## src/rtl/dma_xlate.sv

```systemverilog
module dma_xlate #(
  parameter int LEN_W = 16
) (
  input  logic             clk,
  input  logic             rst_n,
  input  logic             req_valid,
  output logic             req_ready,
  input  logic [31:0]      req_vaddr,
  input  logic [LEN_W-1:0] req_len,
  input  logic             req_write,
  input  logic [31:0]      cfg_base,
  input  logic [31:0]      cfg_win,
  output logic             mem_req,
  output logic [35:0]      mem_addr,
  input  logic             mem_rvalid,
  input  logic [31:0]      mem_rdata,
  output logic             out_valid,
  output logic [35:0]      out_paddr,
  output logic [LEN_W-1:0] out_bytes,
  output logic             out_last,
  output logic             xl_fault,
  output logic [31:0]      fault_status,
  output logic [31:0]      fault_addr,
  output logic             irq,
  input  logic             irq_clr
);
  localparam int PG_SH = 12;
  localparam logic [PG_SH:0] PG_BYTES = 1 << PG_SH;
  localparam logic [31:0] ST_RESET = 32'h0080_0000;
  localparam logic [31:0] ST_FAULT = 32'hC082_0000;
  localparam logic [31:0] ST_READ  = 32'h0004_0000;

  typedef enum logic [2:0] {S_IDLE, S_FETCH, S_WAIT, S_CHECK, S_DONE} st_t;
  st_t st;

  logic [31:0]      va_q;
  logic [LEN_W-1:0] rem_q;
  logic             wr_q;
  logic [31:0]      pte_q;
  logic [LEN_W-1:0] pg_left, chunk;
  logic [31:0]      idx;
  logic             bad;

  assign pg_left = LEN_W'(PG_BYTES - {1'b0, va_q[PG_SH-1:0]});
  assign chunk   = (rem_q < pg_left) ? rem_q : pg_left;
  assign idx     = ((va_q & ~cfg_win) >> 10) & ~32'd3;
  assign bad     = !pte_q[1] || (wr_q && !pte_q[2]);

  assign req_ready = (st == S_IDLE);
  assign mem_req   = (st == S_FETCH);
  assign mem_addr  = {cfg_base, 4'h0} + {4'h0, idx};
  assign out_valid = (st == S_DONE);
  assign out_paddr = {pte_q[31:8], va_q[PG_SH-1:0]};
  assign out_bytes = chunk;
  assign out_last  = (rem_q == chunk);

  always_ff @(posedge clk) begin
    if (!rst_n) begin
      st           <= S_IDLE;
      va_q         <= '0;
      rem_q        <= '0;
      wr_q         <= 1'b0;
      pte_q        <= '0;
      xl_fault     <= 1'b0;
      fault_status <= ST_RESET;
      fault_addr   <= '0;
      irq          <= 1'b0;
    end else begin
      xl_fault <= 1'b0;
      if (irq_clr) irq <= 1'b0;
      case (st)
        S_IDLE:
          if (req_valid && req_len != '0) begin
            va_q  <= req_vaddr;
            rem_q <= req_len;
            wr_q  <= req_write;
            st    <= S_FETCH;
          end
        S_FETCH: st <= S_WAIT;
        S_WAIT:
          if (mem_rvalid) begin
            pte_q <= mem_rdata;
            st    <= S_CHECK;
          end
        S_CHECK:
          if (bad) begin
            fault_status <= ST_FAULT | (wr_q ? 32'h0 : ST_READ);
            fault_addr   <= {va_q[31:PG_SH], {PG_SH{1'b0}}};
            irq          <= 1'b1;
            xl_fault     <= 1'b1;
            st           <= S_IDLE;
          end else begin
            st <= S_DONE;
          end
        S_DONE: begin
          va_q  <= va_q + 32'(chunk);
          rem_q <= rem_q - chunk;
          st    <= (rem_q == chunk) ? S_IDLE : S_FETCH;
        end
        default: st <= S_IDLE;
      endcase
    end
  end

  p_accept_fetch_r1: assert property (@(posedge clk) disable iff (!rst_n)
    (req_valid && req_ready && req_len != '0) |=> mem_req);
  p_busy_not_ready_r1: assert property (@(posedge clk) disable iff (!rst_n)
    mem_req |-> !req_ready);
  p_single_read_r2: assert property (@(posedge clk) disable iff (!rst_n)
    mem_req |=> !mem_req);
  p_fault_status_r6: assert property (@(posedge clk) disable iff (!rst_n)
    xl_fault |-> (fault_status[31:30] == 2'b11 && fault_status[17] && fault_addr[11:0] == 12'h0));
  p_irq_with_fault_r7: assert property (@(posedge clk) disable iff (!rst_n)
    xl_fault |-> irq);
  p_piece_in_page_r8: assert property (@(posedge clk) disable iff (!rst_n)
    out_valid |-> (out_bytes != '0 && (int'(out_paddr[11:0]) + int'(out_bytes)) <= 4096));
  p_stop_after_fault_r9: assert property (@(posedge clk) disable iff (!rst_n)
    xl_fault |=> (!mem_req && !out_valid));
  p_excl_out_r9: assert property (@(posedge clk) disable iff (!rst_n)
    !(xl_fault && out_valid));
endmodule

```

## config.mk

```make
export PLATFORM = sky130hd
export DESIGN_NAME = dma_xlate
export DESIGN_NICKNAME = d
export VERILOG_FILES = /design/src/rtl/dma_xlate.sv
export SDC_FILE = /design/constraint.sdc
export NUM_CORES = 1
export LEC_CHECK = 0
export BUFFER_PORTS_ARGS = -buffer_cell sky130_fd_sc_hd__buf_4
export CORE_MARGIN = 1
export CORE_UTILIZATION = 30
export DETAILED_ROUTE_END_ITERATION = 6
export SYNTH_ARGS = -nofsm -noshare
export SYNTH_HDL_FRONTEND = slang
export SYNTH_SLANG_ARGS = --single-unit
```

## constraint.sdc

```tcl
create_clock -name clk -period 5.95 [get_ports clk]
set_input_delay 0.595 -clock clk [delete_from_list [all_inputs] [get_ports clk]]
set_output_delay 0.595 -clock clk [all_outputs]
set_load 0.1 [all_outputs]
```

==> results.cfg, run 1 <==
[run_status]
run_status = finished clean

[worst_setup_path]
rr_startpoint = va_q[3]
setup.worst_path.class = flip-flop to flip-flop
timing.reg2reg.setup_slack_ns = 0.41
arrival_ns = 5.78
top_fanout_value_on_the_critical_path = 12
r2r_end = va_q[27]
critical_path_required_ns = 6.19
startpoint = va_q[3]
timing.reg2reg.worst_path_depth = 24
critPathLaunchType = flip-flop
cp_capture_type = flip-flop
crit_path_end = va_q[27]

[clock_network]
clock_tree.buffer_depth = 2
clkTransAtPathRegs_ns = 0.08
post-cts-setup-buffer-count = 0
cts-buffers-inserted = 9
worstSkewPairLatency_ns = 0.36
clk_root_buffer_cell = sky130_fd_sc_hd__clkbuf_16
cts.htree.levels = 3
cts.sinks = 102
cts_tree = done

[grt]
grt_start_max_net_pins = 49
grt_first_pass_wirelength_mm = 41.8
grt_remaining_overflow = 0
first_global_vias = 7800
gr-usage-all-layers = 0.183
antenna_violations_before_repair = 2

[timing]
setup-violations-final = 0
period_share = 0.931
layout_min_cycle_time_ns = 5.54
drv_slew = 0
report.final.hold_viol_count = 0
slew-limit-headroom = 0.229
hold_slack_ns = 0.453
worst_slew_pin_slew_ns = 1.16
clock_skew_ns = 0.00966
max_freq_mhz = 181
timing.final.ws_setup_ns = 0.412

[floorplan]
core-area_um2 = 28000
pin_count = 308
die_width_um = 171
dieArea_um2 = 29300
rows = 61
initial_core_util = 0.307
dieHeight_um = 171

[logic_synthesis]
synth_cells = 1122
yosysWarningCount = 0
syn_avg_cell_area_um2 = 7.66
ys_seq_area_frac = 0.238
synth.cell_area_um2 = 8590
synth_edf_count = 0
synth_seq_cells = 102
synth_unique_cells = 80
post-synth-top-count-cell = sky130_fd_sc_hd__nand2_1
dominantRegCellSynth = sky130_fd_sc_hd__dfxtp_1
yosys-top-cells-area = sky130_fd_sc_hd__dfxtp_1 24%, sky130_fd_sc_hd__ha_1 8.7%, sky130_fd_sc_hd__nand2_1 7.5%, sky130_fd_sc_hd__buf_4 7.3%, sky130_fd_sc_hd__a21oi_1 6.5%
synth_common_cells = 172 x sky130_fd_sc_hd__nand2_1, 112 x sky130_fd_sc_hd__a21oi_1, 102 x sky130_fd_sc_hd__dfxtp_1
ys_async_sr_fraction = 0
synth_top_area_share = 0.238
yosys.area.top_type = sky130_fd_sc_hd__dfxtp_1

[routing]
post_drt_wl_per_cell_um = 16.4
drtPass1Iterations = 5
viasPerCell = 4.98
via_count = 8375
first_iter_violations = 439
postRouteWirelength_mm = 27.6
final_antenna_net_count = 0
route.detailed.drc = 0

[power_and_ir_drop]
ir_worst_vdd_uv = 250
power_leakage_nw = 4.75
power.density_cell_area_nw_per_um2 = 292

[worst_hold_path]
hold_path.class = flip-flop to flip-flop

[cells_and_area]
final_layout_size_suffix_gt1_frac = 0.240
post-route-util = 0.380
layout_stage_area_growth_over_the_synthesis_result_pct = 24.0
total_nets_final = 1510
stdcell_count = 1682

[placed_design]
io_buffers = 244
dp_worst_setup_slack_ns = 0.280
place_hpwl_mm = 20.9
place_congestion = 0.820
place_inst = 1664

[job]
max_cap_violations = 0
-- metal layers --
metal	share of wire	GRT usage	vias to the layer above
li1	-	-	4201
met1	0.44	0.227	3912
met2	0.48	0.322	240
met3	0.066	0.0382	22
met4	0.012	0.0380	0
met5	0	0	-
-- cell families after synthesis --
family | Yosys count | synth area share
compound gates | 273 | 0.207
fa+ha+maj | 63 | 0.0944
buf+inv | 172 | 0.116
mux | 32 | 0.0415
simple gates | 419 | 0.242
flops | 102 | 0.238
other cells | 2 | 0.000874
xor+xnor | 59 | 0.0602
-- critical path: stages, from the launching register on --
cell and delay (ns):
sky130_fd_sc_hd__dfxtp_1 0.41, sky130_fd_sc_hd__nor4_4 0.36, sky130_fd_sc_hd__nand2b_1 0.12, sky130_fd_sc_hd__nor2_1 0.14, sky130_fd_sc_hd__nand3_1 0.17, sky130_fd_sc_hd__nor2_1 0.15
sky130_fd_sc_hd__xnor2_1 0.18, sky130_fd_sc_hd__inv_1 0.07, sky130_fd_sc_hd__ha_1 0.30, sky130_fd_sc_hd__a21o_1 0.16, sky130_fd_sc_hd__a21oi_1 0.14, sky130_fd_sc_hd__nor2b_1 0.05
sky130_fd_sc_hd__o21ai_0 0.23, sky130_fd_sc_hd__nand3_1 0.16, sky130_fd_sc_hd__a31oi_4 0.18, sky130_fd_sc_hd__buf_4 0.26, sky130_fd_sc_hd__mux2_2 0.41, sky130_fd_sc_hd__ha_2 0.40
sky130_fd_sc_hd__nand2_1 0.10, sky130_fd_sc_hd__nor3_2 0.16, sky130_fd_sc_hd__a21bo_2 0.24, sky130_fd_sc_hd__o21ba_2 0.23, sky130_fd_sc_hd__o22ai_2 0.24, sky130_fd_sc_hd__nand3_2 0.18
sky130_fd_sc_hd__o311a_1 0.37
-- flip-flops by register name, summed over array words and instances (netlist names) --
| register | count |
|---|---|
| fault_addr | 20 |
| rem_q | 16 |
| pte_q | 26 |
| st | 3 |
| fault_status | 2 |
| irq | 1 |
| va_q | 32 |
| wr_q | 1 |
| xl_fault | 1 |
-- final cells by class --
type	instances	area, µm²
Antenna cell	2	5.00
Clock buffer	11	243
Clock inverter	5	41.3
Fill cell	2908	17400
Inverter	36	135
Multi-Input combinational cell	894	5800
Sequential cell	102	2040
Tap cell	378	473
Timing Repair Buffer	254	1910
-- power breakdown --
part / internal [W] / switching (W)
Clock: 0.000301 / 0.000299
Combinational: 0.000535 / 0.00120
Sequential: 0.000721 / 0.0000588
-- how the worst min path moves through the flow --
stage	cells past startpoint	slack, ns	from	endpoint
after floorplan	2	0.43	pte_q[1]	pte_q[1]
after global placement	2	0.44	pte_q[1]	pte_q[1]
after detailed placement	2	0.44	pte_q[1]	pte_q[1]
after CTS	2	0.46	pte_q[1]	pte_q[1]
after global routing	2	0.47	fault_addr[12]	fault_addr[12]
final	2	0.45	pte_q[1]	pte_q[1]
-- through the flow --
| step | cell area [µm²] | TNS (ns) | power [W] |
|---|---|---|---|
| 6_report | 10700 | 0 | 0.00311 |
| 3_5_place_dp | 10300 | 0 | 0.00251 |
| 4_1_cts | 10600 | 0 | 0.00313 |
| 5_1_grt | 10600 | -0.0289 | 0.00329 |
| 3_3_place_gp | 10300 | 0 | 0.00250 |
| 2_1_floorplan | 8790 | 0 | 0.00219 |
-- repair_timing --
action / 4_1_cts / 5_1_grt
hold buffers: 0 / 0
resized for setup: 0 / 9
endpoints found under the setup margin: 0 / 24
endpoints found under the hold margin: 0 / 0
-- cell usage in the layout (no fill, tap or decap), types with 22 or more instances in the layout --
cell                      instances
sky130_fd_sc_hd__nor2_1          63
sky130_fd_sc_hd__o21ai_0         25
sky130_fd_sc_hd__nand2_1        172
sky130_fd_sc_hd__ha_1            59
sky130_fd_sc_hd__inv_1           35
sky130_fd_sc_hd__conb_1          48
sky130_fd_sc_hd__nand3_1         33
sky130_fd_sc_hd__dfxtp_1        102
sky130_fd_sc_hd__nor3_1          22
sky130_fd_sc_hd__a21o_1          30
sky130_fd_sc_hd__nor2b_1         27
sky130_fd_sc_hd__a21oi_1        112
sky130_fd_sc_hd__buf_4          252
sky130_fd_sc_hd__xnor2_1         48
No activity file was read; power rests on OpenSTA's default activity.
==> run 2, diff against run 1 <==
Settings changed: CORE_MARGIN 1 to 2.
Clock period 5.95 ns to 6.9 ns, I/O delays scaled along.
==> results.cfg, run 2 (same netlist as run 1, synthesis figures left out) <==
[routing]
postRouteWirelength_mm = 27.8
route.detailed.drc = 0
via_count = 8460
post_drt_wl_per_cell_um = 16.6
final_antenna_net_count = 0
drtPass1Iterations = 5
first_iter_violations = 415
viasPerCell = 5.05

[timing]
worst_slew_pin_slew_ns = 1.07
fin_setup_tns_ns = 0
layout_min_cycle_time_ns = 6.13
drv_slew = 0
max_freq_mhz = 163
rsz0062_at_grt = false
period_share = 0.889
report.final.hold_viol_count = 0
slew-limit-headroom = 0.282
clock_skew_ns = 0.0128
setup-violations-final = 0

[clock_network]
cts.htree.levels = 3
cts-buffers-inserted = 9
cts.sinks = 102
worstSkewPairLatency_ns = 0.36
clock_tree.buffer_depth = 2
clk_root_buffer_cell = sky130_fd_sc_hd__clkbuf_16
holdBufCountCts = 0
post-cts-setup-buffer-count = 0
clkTransAtPathRegs_ns = 0.07
cts_tree = done
cts.repair.resized = 0

[cells_and_area]
total_nets_final = 1506
layout_stage_area_growth_over_the_synthesis_result_pct = 23.0
largestRegisters = va_q (32), pte_q (26), fault_addr (20)
layout_common_cells = 250 x sky130_fd_sc_hd__buf_4, 172 x sky130_fd_sc_hd__nand2_1, 112 x sky130_fd_sc_hd__a21oi_1
stdcell_count = 1676
layout.cells.most_common = sky130_fd_sc_hd__buf_4
final.fill_count = 2958
largest_register_ff_count = 32
final_layout_size_suffix_gt1_frac = 0.234
largest_register = va_q

[placed_design]
place_hpwl_mm = 21.2
place_inst = 1660
place_congestion = 0.893
io_buffers = 244

[grt]
grt_start_max_net_pins = 66
grt_remaining_overflow = 0
grt_first_pass_wirelength_mm = 43.6
first_global_vias = 8067
antenna_violations_before_repair = 2
gr-usage-all-layers = 0.180

[worst_setup_path]
arrival_ns = 6.35
top_fanout_value_on_the_critical_path = 12
critPathLaunchType = flip-flop
cp_capture_type = flip-flop
crit_path_top_delay_cell = sky130_fd_sc_hd__mux2i_1
worst_path_dominant_cell_family = compound AO/OA/AOI/OAI gates
cp.depth = 25
critical_path.n_buffers_inverters = 2
crit_path_max_incr_delay_ns = 0.56
timing.reg2reg.worst_path_depth = 25
critical_path_required_ns = 7.11
setup.worst_path.class = flip-flop to flip-flop

[worst_hold_path]
min_delay_path_depth = 2
hold_path.class = flip-flop to flip-flop

[run_status]
run_status = finished clean

[job]
max_cap_violations = 0

[floorplan]
die_width_um = 173
dieArea_um2 = 30000
core-area_um2 = 28000
dieHeight_um = 173
initial_core_util = 0.307
rows = 61
pin_count = 308

[power_and_ir_drop]
power.density_cell_area_nw_per_um2 = 254
ir_worst_vdd_uv = 128
power_leakage_nw = 4.73
[run 2: final cells by class]
| type | count | area [µm²] | area share |
|---|---|---|---|
| Inverter | 36 | 135 | 0.0128 |
| Clock buffer | 10 | 229 | 0.0217 |
| Antenna cell | 1 | 2.50 | 0.000237 |
| Multi-Input combinational cell | 894 | 5750 | 0.544 |
| Timing Repair Buffer | 250 | 1880 | 0.178 |
| Sequential cell | 102 | 2040 | 0.193 |
| Clock inverter | 5 | 58.8 | 0.00557 |
| Tap cell | 378 | 473 | 0.0448 |
[run 2: worst paths after layout]
kind / to / start / slack, ns
min: pte_q[30] / pte_q[30] / 0.45
min reg2reg: pte_q[30] / pte_q[30] / 0.45
max: va_q[24] / va_q[2] / 0.77
max reg2reg: va_q[24] / va_q[2] / 0.77
[run 2: power by group]
part	total, W	internal (W)	switching [W]
Sequential	0.000670	0.000622	0.0000486
Clock	0.000524	0.000281	0.000244
Combinational	0.00148	0.000449	0.00104
Total	0.00268	0.00135	0.00133
[run 2: routing by layer]
metal,vias to the layer above,wire (µm),global-route usage,part of all wire
met5,-,13,0,0.00047
met2,269,13500,0.313,0.49
met1,3968,12000,0.228,0.43
met4,2,509,0.0448,0.018
met3,32,1740,0.0338,0.063
li1,4189,-,-,-
[run 2: metrics by stage]
| stage | hold WS (ns) | util | power [W] | setup slack (ns) | area [µm²] |
|---|---|---|---|---|---|
| floorplan | 0.432 | - | 0.00189 | 0.390 | 8780 |
| global placement | 0.443 | 0.367 | 0.00215 | 0.954 | 10300 |
| detailed placement | 0.447 | 0.367 | 0.00216 | 0.847 | 10300 |
| CTS | 0.457 | 0.377 | 0.00270 | 0.766 | 10600 |
| global route | 0.475 | 0.377 | 0.00282 | 0.322 | 10600 |
| finish | 0.455 | 0.377 | 0.00268 | 0.766 | 10600 |
[run 2: worst register-to-register path, stage by stage (launching register included)]
cell	delay [ns]
sky130_fd_sc_hd__dfxtp_1	0.38
sky130_fd_sc_hd__nor4_1	0.39
sky130_fd_sc_hd__nand2b_1	0.13
sky130_fd_sc_hd__nor2_1	0.15
sky130_fd_sc_hd__nand3_1	0.19
sky130_fd_sc_hd__nor2_1	0.16
sky130_fd_sc_hd__xnor2_1	0.19
sky130_fd_sc_hd__inv_1	0.07
sky130_fd_sc_hd__ha_1	0.29
sky130_fd_sc_hd__a21o_1	0.16
sky130_fd_sc_hd__a21oi_1	0.14
sky130_fd_sc_hd__nor2b_1	0.06
sky130_fd_sc_hd__o21ai_0	0.19
sky130_fd_sc_hd__nand3_1	0.17
sky130_fd_sc_hd__a31oi_4	0.45
sky130_fd_sc_hd__buf_4	0.32
sky130_fd_sc_hd__mux2i_1	0.56
sky130_fd_sc_hd__fa_1	0.33
sky130_fd_sc_hd__a21o_1	0.15
sky130_fd_sc_hd__nand4_1	0.15
sky130_fd_sc_hd__a21boi_2	0.22
sky130_fd_sc_hd__a31oi_1	0.18
sky130_fd_sc_hd__o21a_1	0.41
sky130_fd_sc_hd__nor3b_1	0.31
sky130_fd_sc_hd__xnor2_1	0.15
sky130_fd_sc_hd__o22ai_1	0.08
==> run 3, diff against run 2 <==
Clock period 6.9 ns to 7.14 ns, I/O delays scaled along.
==> results.cfg, run 3 (same netlist as run 1, synthesis figures left out) <==
[clock_network]
holdBufCountCts = 0
cts.repair.resized = 0
clk_root_buffer_cell = sky130_fd_sc_hd__clkbuf_16
cts-buffers-inserted = 9
post-cts-setup-buffer-count = 0
cts_tree = done
cts.sinks = 102
clock_tree.buffer_depth = 2
clkTransAtPathRegs_ns = 0.08
cts.htree.levels = 3
worstSkewPairLatency_ns = 0.35

[routing]
top_layer_used = met5
viasPerCell = 4.98
first_iter_violations = 486
post_drt_wl_per_cell_um = 16.7
via_count = 8361
postRouteWirelength_mm = 28.1
met1Wirelength_mm = 12.6
drtPass1Iterations = 5
route.met2.wl_mm = 13.6
route.detailed.drc = 0
final_antenna_net_count = 0
met3_length_mm = 1.60

[worst_setup_path]
critical_path.n_buffers_inverters = 3
critPathLaunchType = flip-flop
top_fanout_value_on_the_critical_path = 10
cp_common_cell = sky130_fd_sc_hd__nand3_1
crit_path_max_incr_delay_ns = 0.50
critical_path_required_ns = 6.43
arrival_ns = 5.35
crit_path_top_delay_cell = sky130_fd_sc_hd__nor4_1
worst_path_dominant_cell_family = simple AND/OR/NAND/NOR gates
critical_path.cell_chain = nor4_1 -> nand2b_1 -> nor2_1 -> nand3_1 -> nor2_1 -> xnor2_1 -> inv_1 -> ha_1 -> a21o_1 -> a21oi_1 -> nor2b_1 -> o21ai_0 -> nand3_1 -> a31oi_4 -> buf_4 -> mux2i_1 -> ha_1 -> and4_1 -> nand3_1 -> nor4_2 -> buf_4
cp_capture_type = primary output
timing.reg2reg.setup_slack_ns = 1.09
setup.worst_path.class = flip-flop to primary output

[cells_and_area]
layout.cells.most_common = sky130_fd_sc_hd__buf_4
layout_stage_area_growth_over_the_synthesis_result_pct = 23.3
largest_register_ff_count = 32
largestRegisters = va_q (32), pte_q (26), fault_addr (20)
total_nets_final = 1507
post-route-util = 0.378
largest_register = va_q
final.fill_count = 2973
multi_input_area_um2 = 5740
layout_common_cells = 251 x sky130_fd_sc_hd__buf_4, 172 x sky130_fd_sc_hd__nand2_1, 112 x sky130_fd_sc_hd__a21oi_1
final_layout_size_suffix_gt1_frac = 0.236
sequential_cell_area_um2 = 2040

[timing]
max_freq_mhz = 165
fin_setup_tns_ns = 0
layout_min_cycle_time_ns = 6.07
rsz0062_at_grt = false
drv_slew = 0
report.final.hold_viol_count = 0
worst_slew_pin_slew_ns = 1.06
period_share = 0.850
setup-violations-final = 0
clock_skew_ns = 0.0117
slew-limit-headroom = 0.295

[grt]
grt_start_max_net_pins = 59
grt_remaining_overflow = 0
antenna_violations_before_repair = 2
gr-usage-all-layers = 0.180
grt_first_pass_wirelength_mm = 43.4
first_global_vias = 7808

[run_status]
run_status = finished clean

[power_and_ir_drop]
power_leakage_nw = 4.76
ir_worst_vdd_uv = 155
power.density_cell_area_nw_per_um2 = 247

[floorplan]
core-area_um2 = 28000
dieArea_um2 = 30000
initial_core_util = 0.307
pin_count = 308
dieHeight_um = 173
die_width_um = 173
rows = 61

[worst_hold_path]
hold_path.class = flip-flop to flip-flop

[placed_design]
place_congestion = 0.863
place_hpwl_mm = 21.4
io_buffers = 244

[job]
max_cap_violations = 0
[run 3: worst min-delay path: stages, from the launching register on]
cell	delay, ns
sky130_fd_sc_hd__dfxtp_1	0.31
sky130_fd_sc_hd__nand2_1	0.05
sky130_fd_sc_hd__a21oi_1	0.05
[run 3: path summary, 6_finish.rpt]
kind	cells after the start	startpoint	end
worst max-delay path	21	va_q[2]	out_last
worst min-delay path	2	pte_q[1]	pte_q[1]
worst max register to register	25	va_q[2]	va_q[30]
worst min register to register	2	pte_q[1]	pte_q[1]
[run 3: power breakdown]
| group | internal [W] | switching (W) | total (W) | leakage [nW] |
|---|---|---|---|---|
| Sequential | 0.000601 | 0.0000478 | 0.000649 | 0.831 |
| Clock | 0.000289 | 0.000251 | 0.000540 | 0.156 |
| Combinational | 0.000433 | 0.000994 | 0.00143 | 3.77 |
[run 3: final cells by class]
cell class / instances / area share
Multi-Input combinational cell: 894 / 0.542
Tap cell: 378 / 0.0447
Clock buffer: 10 / 0.0226
Clock inverter: 6 / 0.00721
Timing Repair Buffer: 251 / 0.178
Sequential cell: 102 / 0.193
Inverter: 36 / 0.0128
Antenna cell: 1 / 0.000236
[run 3: stage by stage]
step / power, W / area [µm²] / worst slack [ns] / hold WS [ns] / std cells
detailed placement: 0.00208 / 10300 / 1.22 / 0.444 / 1661
CTS: 0.00263 / 10600 / 1.10 / 0.455 / 1677
finish: 0.00261 / 10600 / 1.07 / 0.455 / 1678
global placement: 0.00207 / 10300 / 1.23 / 0.439 / 1661
floorplan: 0.00182 / 8770 / 0.0208 / 0.432 / 1168
global route: 0.00275 / 10600 / 0.630 / 0.479 / 1677
[run 3: per-layer routing]
metal	global-route usage	up-vias
li1	-	4194
met1	0.231	3903
met2	0.312	239
met3	0.0397	23
met4	0.0307	2
met5	0	-
